===== src/rtl/gpmx_pkg.sv =====
// Package: shared constants and types for the banked GPIO controller.
// Assumes a 32-bit register port and 32 pins per bank.
package gpmx_pkg;
    localparam int BANK_W  = 32;
    localparam int NUM_CLS = 10;

    // Register class index; multiplied by the bank stride to form the word address.
    typedef enum logic [3:0] {
        CLS_SET   = 4'd0,
        CLS_CLR   = 4'd1,
        CLS_OUT   = 4'd2,
        CLS_IN    = 4'd3,
        CLS_OE    = 4'd4,
        CLS_IST   = 4'd5,
        CLS_IEN   = 4'd6,
        CLS_IDENT = 4'd7,
        CLS_SEL0  = 4'd8,
        CLS_SEL1  = 4'd9
    } reg_cls_e;

    // Per-bank write strobes produced by the decoder.
    typedef struct packed {
        logic set;
        logic clr;
        logic oe;
        logic ist;
        logic ien;
        logic sel0;
        logic sel1;
    } bank_wr_t;

    // Per-bank register view returned to the read mux.
    typedef struct packed {
        logic [BANK_W-1:0] outv;
        logic [BANK_W-1:0] inv;
        logic [BANK_W-1:0] oe;
        logic [BANK_W-1:0] ist;
        logic [BANK_W-1:0] ien;
        logic [BANK_W-1:0] sel0;
        logic [BANK_W-1:0] sel1;
    } bank_view_t;
endpackage


===== src/rtl/gpmx_sync.sv =====
// Module: two-flop synchroniser for the pad inputs.
// Assumes the inputs are asynchronous level signals; it does not filter glitches.
module gpmx_sync #(
    parameter int WIDTH = 8
) (
    input  logic             clk,
    input  logic             rst_n,
    input  logic [WIDTH-1:0] d,
    output logic [WIDTH-1:0] q
);
    logic [WIDTH-1:0] stage1_q;
    logic [WIDTH-1:0] stage2_q;

    // Shift the asynchronous pad levels through two flops.
    always_ff @(posedge clk) begin
        if (!rst_n) begin
            stage1_q <= '0;
            stage2_q <= '0;
        end else begin
            stage1_q <= d;
            stage2_q <= stage1_q;
        end
    end

    assign q = stage2_q;
endmodule


===== src/rtl/gpmx_decode.sv =====
// Module: address decoder. Splits the byte address into a register class and
// a bank index, using word = class*STRIDE + bank, and produces per-bank write strobes.
// Assumes address bits [1:0] are ignored and ADDR_W is at least 6.
module gpmx_decode
    import gpmx_pkg::*;
#(
    parameter int STRIDE     = 2,
    parameter int ADDR_W     = 8,
    parameter int BANK_IDX_W = 1
) (
    input  logic                  bus_wr,
    input  logic [ADDR_W-1:0]     bus_addr,
    output logic                  hit,
    output reg_cls_e              cls,
    output logic [BANK_IDX_W-1:0] bank_sel,
    output bank_wr_t              wr_vec [STRIDE]
);
    localparam int WORD_W = ADDR_W - 2;

    logic [WORD_W-1:0] word;
    logic [WORD_W-1:0] cls_num;
    logic [WORD_W-1:0] bank_num;

    // Split the word index into class and bank.
    always_comb begin
        word     = bus_addr[ADDR_W-1:2];
        cls_num  = word / WORD_W'(STRIDE);
        bank_num = word % WORD_W'(STRIDE);
        hit      = (cls_num < WORD_W'(NUM_CLS));
        cls      = hit ? reg_cls_e'(cls_num[3:0]) : CLS_SET;
        bank_sel = BANK_IDX_W'(bank_num);
    end

    for (genvar b = 0; b < STRIDE; b++) begin : g_strobe
        logic sel_b;
        assign sel_b = bus_wr && hit && (bank_num == WORD_W'(b));

        // Raise the write strobe of the addressed class for this bank only.
        always_comb begin
            wr_vec[b].set  = sel_b && (cls == CLS_SET);
            wr_vec[b].clr  = sel_b && (cls == CLS_CLR);
            wr_vec[b].oe   = sel_b && (cls == CLS_OE);
            wr_vec[b].ist  = sel_b && (cls == CLS_IST);
            wr_vec[b].ien  = sel_b && (cls == CLS_IEN);
            wr_vec[b].sel0 = sel_b && (cls == CLS_SEL0);
            wr_vec[b].sel1 = sel_b && (cls == CLS_SEL1);
        end
    end
endmodule


===== src/rtl/gpmx_bank.sv =====
// Module: register set for one 32-pin bank: outputs, direction, interrupt
// status and enable, and the two function-select words. Bits outside
// VALID_MASK (absent pins) are held at zero.
// Assumes sync_in is already synchronised to clk.
module gpmx_bank
    import gpmx_pkg::*;
#(
    parameter logic [BANK_W-1:0] VALID_MASK = '1
) (
    input  logic              clk,
    input  logic              rst_n,
    input  logic [BANK_W-1:0] sync_in,
    input  bank_wr_t          wr,
    input  logic [BANK_W-1:0] wdata,
    output bank_view_t        view
);
    logic [BANK_W-1:0] out_q, oe_q, ist_q, ien_q, sel0_q, sel1_q, prev_q;
    logic [BANK_W-1:0] wmask;
    logic [BANK_W-1:0] change;
    logic [BANK_W-1:0] w1c;

    assign wmask  = wdata & VALID_MASK;
    assign change = (sync_in ^ prev_q) & VALID_MASK;
    assign w1c    = wr.ist ? wmask : '0;

    // Output value: atomic set and clear only.
    always_ff @(posedge clk) begin
        if (!rst_n)      out_q <= '0;
        else if (wr.set) out_q <= out_q | wmask;
        else if (wr.clr) out_q <= out_q & ~wmask;
    end

    // Direction and function-select words: plain read/write.
    always_ff @(posedge clk) begin
        if (!rst_n) begin
            oe_q   <= '0;
            sel0_q <= '0;
            sel1_q <= '0;
            ien_q  <= '0;
        end else begin
            if (wr.oe)   oe_q   <= wmask;
            if (wr.sel0) sel0_q <= wmask;
            if (wr.sel1) sel1_q <= wmask;
            if (wr.ien)  ien_q  <= wmask;
        end
    end

    // Previous synchronised level, for change detection.
    always_ff @(posedge clk) begin
        if (!rst_n) prev_q <= '0;
        else        prev_q <= sync_in & VALID_MASK;
    end

    // Sticky status: write-one-to-clear, a new change wins over the clear.
    always_ff @(posedge clk) begin
        if (!rst_n) ist_q <= '0;
        else        ist_q <= (ist_q & ~w1c) | change;
    end

    assign view.outv = out_q;
    assign view.inv  = sync_in & VALID_MASK;
    assign view.oe   = oe_q;
    assign view.ist  = ist_q;
    assign view.ien  = ien_q;
    assign view.sel0 = sel0_q;
    assign view.sel1 = sel1_q;
endmodule


===== src/rtl/gpmx_top.sv =====
// Module: banked GPIO and pin-function controller top level.
// Instantiates the input synchroniser, the address decoder and one register
// bank per 32 pins, then assembles the read mux and the pin-level outputs.
// Assumes single-cycle writes and combinational reads on the register port.
module gpmx_top
    import gpmx_pkg::*;
#(
    parameter int NUM_PINS = 40,
    parameter int ADDR_W   = 8
) (
    input  logic                  clk,
    input  logic                  rst_n,
    input  logic                  bus_wr,
    input  logic [ADDR_W-1:0]     bus_addr,
    input  logic [31:0]           bus_wdata,
    output logic [31:0]           bus_rdata,
    input  logic [NUM_PINS-1:0]   pad_in,
    output logic [NUM_PINS-1:0]   pad_out,
    output logic [NUM_PINS-1:0]   pad_oe,
    output logic [2*NUM_PINS-1:0] pin_func,
    output logic                  irq
);
    localparam int STRIDE     = 1 + (NUM_PINS - 1) / BANK_W;
    localparam int ALL_W      = STRIDE * BANK_W;
    localparam int BANK_IDX_W = (STRIDE > 1) ? $clog2(STRIDE) : 1;

    logic [NUM_PINS-1:0]   pad_sync;
    logic [ALL_W-1:0]      sync_wide;
    logic [ALL_W-1:0]      out_all, oe_all, ist_all, ien_all, sel0_all, sel1_all;
    logic                  hit;
    reg_cls_e              cls;
    logic [BANK_IDX_W-1:0] bank_sel;
    bank_wr_t              wr_vec [STRIDE];
    bank_view_t            views  [STRIDE];

    gpmx_sync #(.WIDTH(NUM_PINS)) u_sync (
        .clk   (clk),
        .rst_n (rst_n),
        .d     (pad_in),
        .q     (pad_sync)
    );

    assign sync_wide = ALL_W'(pad_sync);

    gpmx_decode #(
        .STRIDE     (STRIDE),
        .ADDR_W     (ADDR_W),
        .BANK_IDX_W (BANK_IDX_W)
    ) u_decode (
        .bus_wr   (bus_wr),
        .bus_addr (bus_addr),
        .hit      (hit),
        .cls      (cls),
        .bank_sel (bank_sel),
        .wr_vec   (wr_vec)
    );

    for (genvar b = 0; b < STRIDE; b++) begin : g_bank
        localparam int PINS_HERE = ((NUM_PINS - b * BANK_W) >= BANK_W) ?
                                   BANK_W : (NUM_PINS - b * BANK_W);
        localparam logic [BANK_W-1:0] MASK = (PINS_HERE == BANK_W) ? '1 :
                                   ((BANK_W'(1) << PINS_HERE) - BANK_W'(1));

        gpmx_bank #(.VALID_MASK(MASK)) u_bank (
            .clk     (clk),
            .rst_n   (rst_n),
            .sync_in (sync_wide[b*BANK_W +: BANK_W]),
            .wr      (wr_vec[b]),
            .wdata   (bus_wdata),
            .view    (views[b])
        );

        assign out_all [b*BANK_W +: BANK_W] = views[b].outv;
        assign oe_all  [b*BANK_W +: BANK_W] = views[b].oe;
        assign ist_all [b*BANK_W +: BANK_W] = views[b].ist;
        assign ien_all [b*BANK_W +: BANK_W] = views[b].ien;
        assign sel0_all[b*BANK_W +: BANK_W] = views[b].sel0;
        assign sel1_all[b*BANK_W +: BANK_W] = views[b].sel1;
    end

    // Select the addressed word of the addressed bank; unmapped reads give zero.
    always_comb begin
        bus_rdata = '0;
        if (hit) begin
            case (cls)
                CLS_OUT:   bus_rdata = views[bank_sel].outv;
                CLS_IN:    bus_rdata = views[bank_sel].inv;
                CLS_OE:    bus_rdata = views[bank_sel].oe;
                CLS_IST:   bus_rdata = views[bank_sel].ist;
                CLS_IEN:   bus_rdata = views[bank_sel].ien;
                CLS_IDENT: bus_rdata = views[bank_sel].ist & views[bank_sel].ien;
                CLS_SEL0:  bus_rdata = views[bank_sel].sel0;
                CLS_SEL1:  bus_rdata = views[bank_sel].sel1;
                default:   bus_rdata = '0;
            endcase
        end
    end

    assign pad_out = out_all[NUM_PINS-1:0];
    assign pad_oe  = oe_all[NUM_PINS-1:0];

    for (genvar p = 0; p < NUM_PINS; p++) begin : g_func
        assign pin_func[2*p +: 2] = {sel1_all[p], sel0_all[p]};
    end

    assign irq = |(ist_all & ien_all);
endmodule


===== config.mk =====
export PLATFORM = sky130hd
export DESIGN_NAME = gpmx_top
export DESIGN_NICKNAME = d
export VERILOG_FILES = /design/src/rtl/gpmx_pkg.sv /design/src/rtl/gpmx_sync.sv /design/src/rtl/gpmx_decode.sv /design/src/rtl/gpmx_bank.sv /design/src/rtl/gpmx_top.sv
export SDC_FILE = /design/constraint.sdc
export NUM_CORES = 1
export LEC_CHECK = 0
export BUFFER_PORTS_ARGS = -buffer_cell sky130_fd_sc_hd__buf_2
export CORE_MARGIN = 2
export CORE_UTILIZATION = 50
export DETAILED_ROUTE_END_ITERATION = 10
export GPL_ROUTABILITY_DRIVEN = 0
export PLACE_DENSITY = 0.73
export SYNTH_ARGS = -nofsm -noshare
export SYNTH_HDL_FRONTEND = slang
export SYNTH_SLANG_ARGS = --single-unit
export TNS_END_PERCENT = 30

===== constraint.sdc =====
create_clock -name clk -period 7.5 [get_ports clk]
set_input_delay 1.875 -clock clk [delete_from_list [all_inputs] [get_ports clk]]
set_output_delay 1.875 -clock clk [all_outputs]
set_load 0.01 [all_outputs]

==> impl_metrics.csv <==
group,metric,value,unit
die,rows,64,
clock_tree,root_buffer,"clkbuf_16",
finish,fin_area,18400,um^2
clock_tree,clk_latency,0.53,ns
outcome,outcome,"completed",
die,die_height,180,um
sta,fin_ws,1.45,ns
sta,worstMarginPinSlew,1.44,ns
worst_setup_path,crit_fanout,73,
global_route,grt_pass1_vias,12300,
synthesis,yosysWarnings,0,
finish,drive_above_1_share,21.2,%
worst_setup_path,rr_worst_depth,3,
synthesis,syn_area_per_cell,9.35,um^2
worst_setup_path,startpoint_type,"input pin",
synthesis,yosys.area.top_type,"dfxtp_1",
worst_setup_path,worstPathRequired,5.62,ns
synthesis,async_flop_share,0,%
synthesis,synth_seq_area_share,46.4,%
worst_setup_path,worstPathArrival,4.17,ns
finish,diodes,0,
routing,num_vias,13100,
synthesis,yosys_most_used_dff,"dfxtp_1",
clock_tree,htree_levels,2,
placement,dp_slack,1.50,ns
hold_path,worst_hold_path_type,"reg -> reg",
finish,final_core_util,60.1,%
worst_setup_path,reg2reg_setup_slack,6.34,ns
sta,post-route-period-util,80.7,%
clock_tree,cts_tree,"yes",
power,leakage,7.58,nW
die,io_pins,276,
finish,nets,1941,
global_route,antenna_found_initial,0,
routing,vias_per_cell,5.75,
clock_tree,clock-sinks,360,
sta,rsz0062_at_grt,"false",
sta,setup_viol,0,
die,chipWidth,180,um
placement,hpwl,31.6,mm
global_route,grt_max_degree,195,
clock_tree,cts_buffers,38,
die,die_area,32500,um^2
routing,drt_first_pass_iters,5,
synthesis,syn-num-nets,1745,
routing,drt_iter0_markers,1071,
placement,post-place-cells,2214,
synthesis,synth_edf_count,0,
global_route,grt_pass1_wl,72.0,mm
power,power.density,231,nW/um^2
routing,ant_nets,0,
clock_tree,path_clk_slew,0.06,ns
routing,route.detailed.drc,0,
sta,max_clock_freq,165,MHz
sta,relSlewSlack,3.47,%
finish,final_cell_mix,"dfxtp_1, nand2_1, buf_2",
clock_tree,post_cts_buffers,0,
synthesis,syn-instance-count,1662,
clock_tree,ctsResizeCount,0,
synthesis,synth_cell_types,46,
hold_path,min_path_cells,1,
synthesis,synth_area_leaders,"dfxtp_1, nand2_1, mux2i_1",
die,start_util,50.8,%
sta,clock_skew,0.0210,ns
sta,drv_slew,0,
clock_tree,ctsHoldBuffers,0,
sta,tns,0,ns
routing,routed_wl,47.4,mm
synthesis,synth_area,15500,um^2
finish,area_growth,18.3,%
sta,hold_viol,0,
flow_run,maxCapViolCount,0,
placement,port_buffers,273,
finish,layout.cells.non_filler,2283,
routing,routedWlPerCell,20.8,um
placement,placed_cell_area,17000,um^2
global_route,overflow,0,
global_route,grtUsageTotal,27.9,%
worst_setup_path,criticalPathCategory,"in -> out",
clock_tree,cts_buffer_depth,3,
die,core,30600,um^2
finish,layout_commonest_cell,"dfxtp_1",
worst_setup_path,end_kind,"primary output",
power,vdd_drop_max,164,uV
synthesis,synth_top_area_share,46.4,%
synthesis,synth-seq-cells,360,
sta,post-route-min-period,6.05,ns
[stage by stage]
step / power (mW) / hold WS, ns
floorplan: 2.20 / 0.412
global placement: 2.29 / 0.418
detailed placement: 2.30 / 0.418
CTS: 4.27 / 0.417
global route: 4.37 / 0.432
finish: 4.25 / 0.419
[final timing paths]
path                  startpoint                        end
max                  bus_addr[2]               bus_rdata[5]
min          u_sync.stage1_q[10]               u_sync.q[10]
max reg2reg          u_sync.q[3]  g_bank[0].u_bank.ist_q[3]
min reg2reg  u_sync.stage1_q[10]               u_sync.q[10]
[kinds of logic (layout without fill, tap and decap cells)]
group / Yosys count / after routing / synth area share [%]
AO/OA/AOI/OAI: 372 / 372 / 16.5
XOR/XNOR: 40 / 40 / 2.25
buffers and inverters: 145 / 370 / 3.89
AND/OR/NAND/NOR: 618 / 618 / 21.1
multiplexers: 127 / 127 / 9.89
flip-flops: 360 / 360 / 46.4
[where the power goes]
| group | internal, mW | switching, mW |
|---|---|---|
| Sequential | 1.96 | 0.0386 |
| Combinational | 0.106 | 0.159 |
| Clock | 1.20 | 0.786 |
[layer usage]
layer	part of all wire, %	vias up	GRT usage [%]	routed length, um
li1	-	6121	-	-
met1	42	6320	37.2	19800
met2	46	583	44.7	21800
met3	8.7	111	5.60	4110
met4	3.7	0	10.6	1740
met5	0	-	0	0
[worst max-delay path: stages]
cell	delay, ns
buf_4	0.65
buf_4	0.54
mux4_2	0.43
a221o_1	0.43
buf_2	0.16
[cell type report]
class,instances,area (um^2)
fill,2646,12200
multi-input combinational,1157,7760
sequential,360,7210
timing repair buffer,294,1550
clock buffer,56,1180
tap,396,495
clock inverter,13,168
inverter,7,26.3
[synthesized netlist by cell type, types with 2 or more instances]
cell type / number
or4b_2: 2
a21boi_1: 39
o21ai_0: 65
nand4_1: 13
nand3b_1: 2
a22oi_1: 32
nor2_1: 5
o22ai_1: 25
clkbuf_1: 103
or4b_1: 2
buf_6: 3
and4b_1: 32
buf_1: 2
a21boi_0: 111
o22a_1: 24
o32ai_1: 6
inv_1: 7
nor2b_1: 103
nor3_1: 3
and2_1: 121
mux2i_1: 103
a21oi_1: 42
mux4_2: 21
xor2_1: 40
dfxtp_1: 360
nand3_1: 2
mux2_2: 3
nor2_2: 2
nor4b_2: 2
nand2_1: 296
nand2b_1: 24
o221ai_1: 24
buf_2: 30
Note: power is estimated with default switching activity, not from simulation.
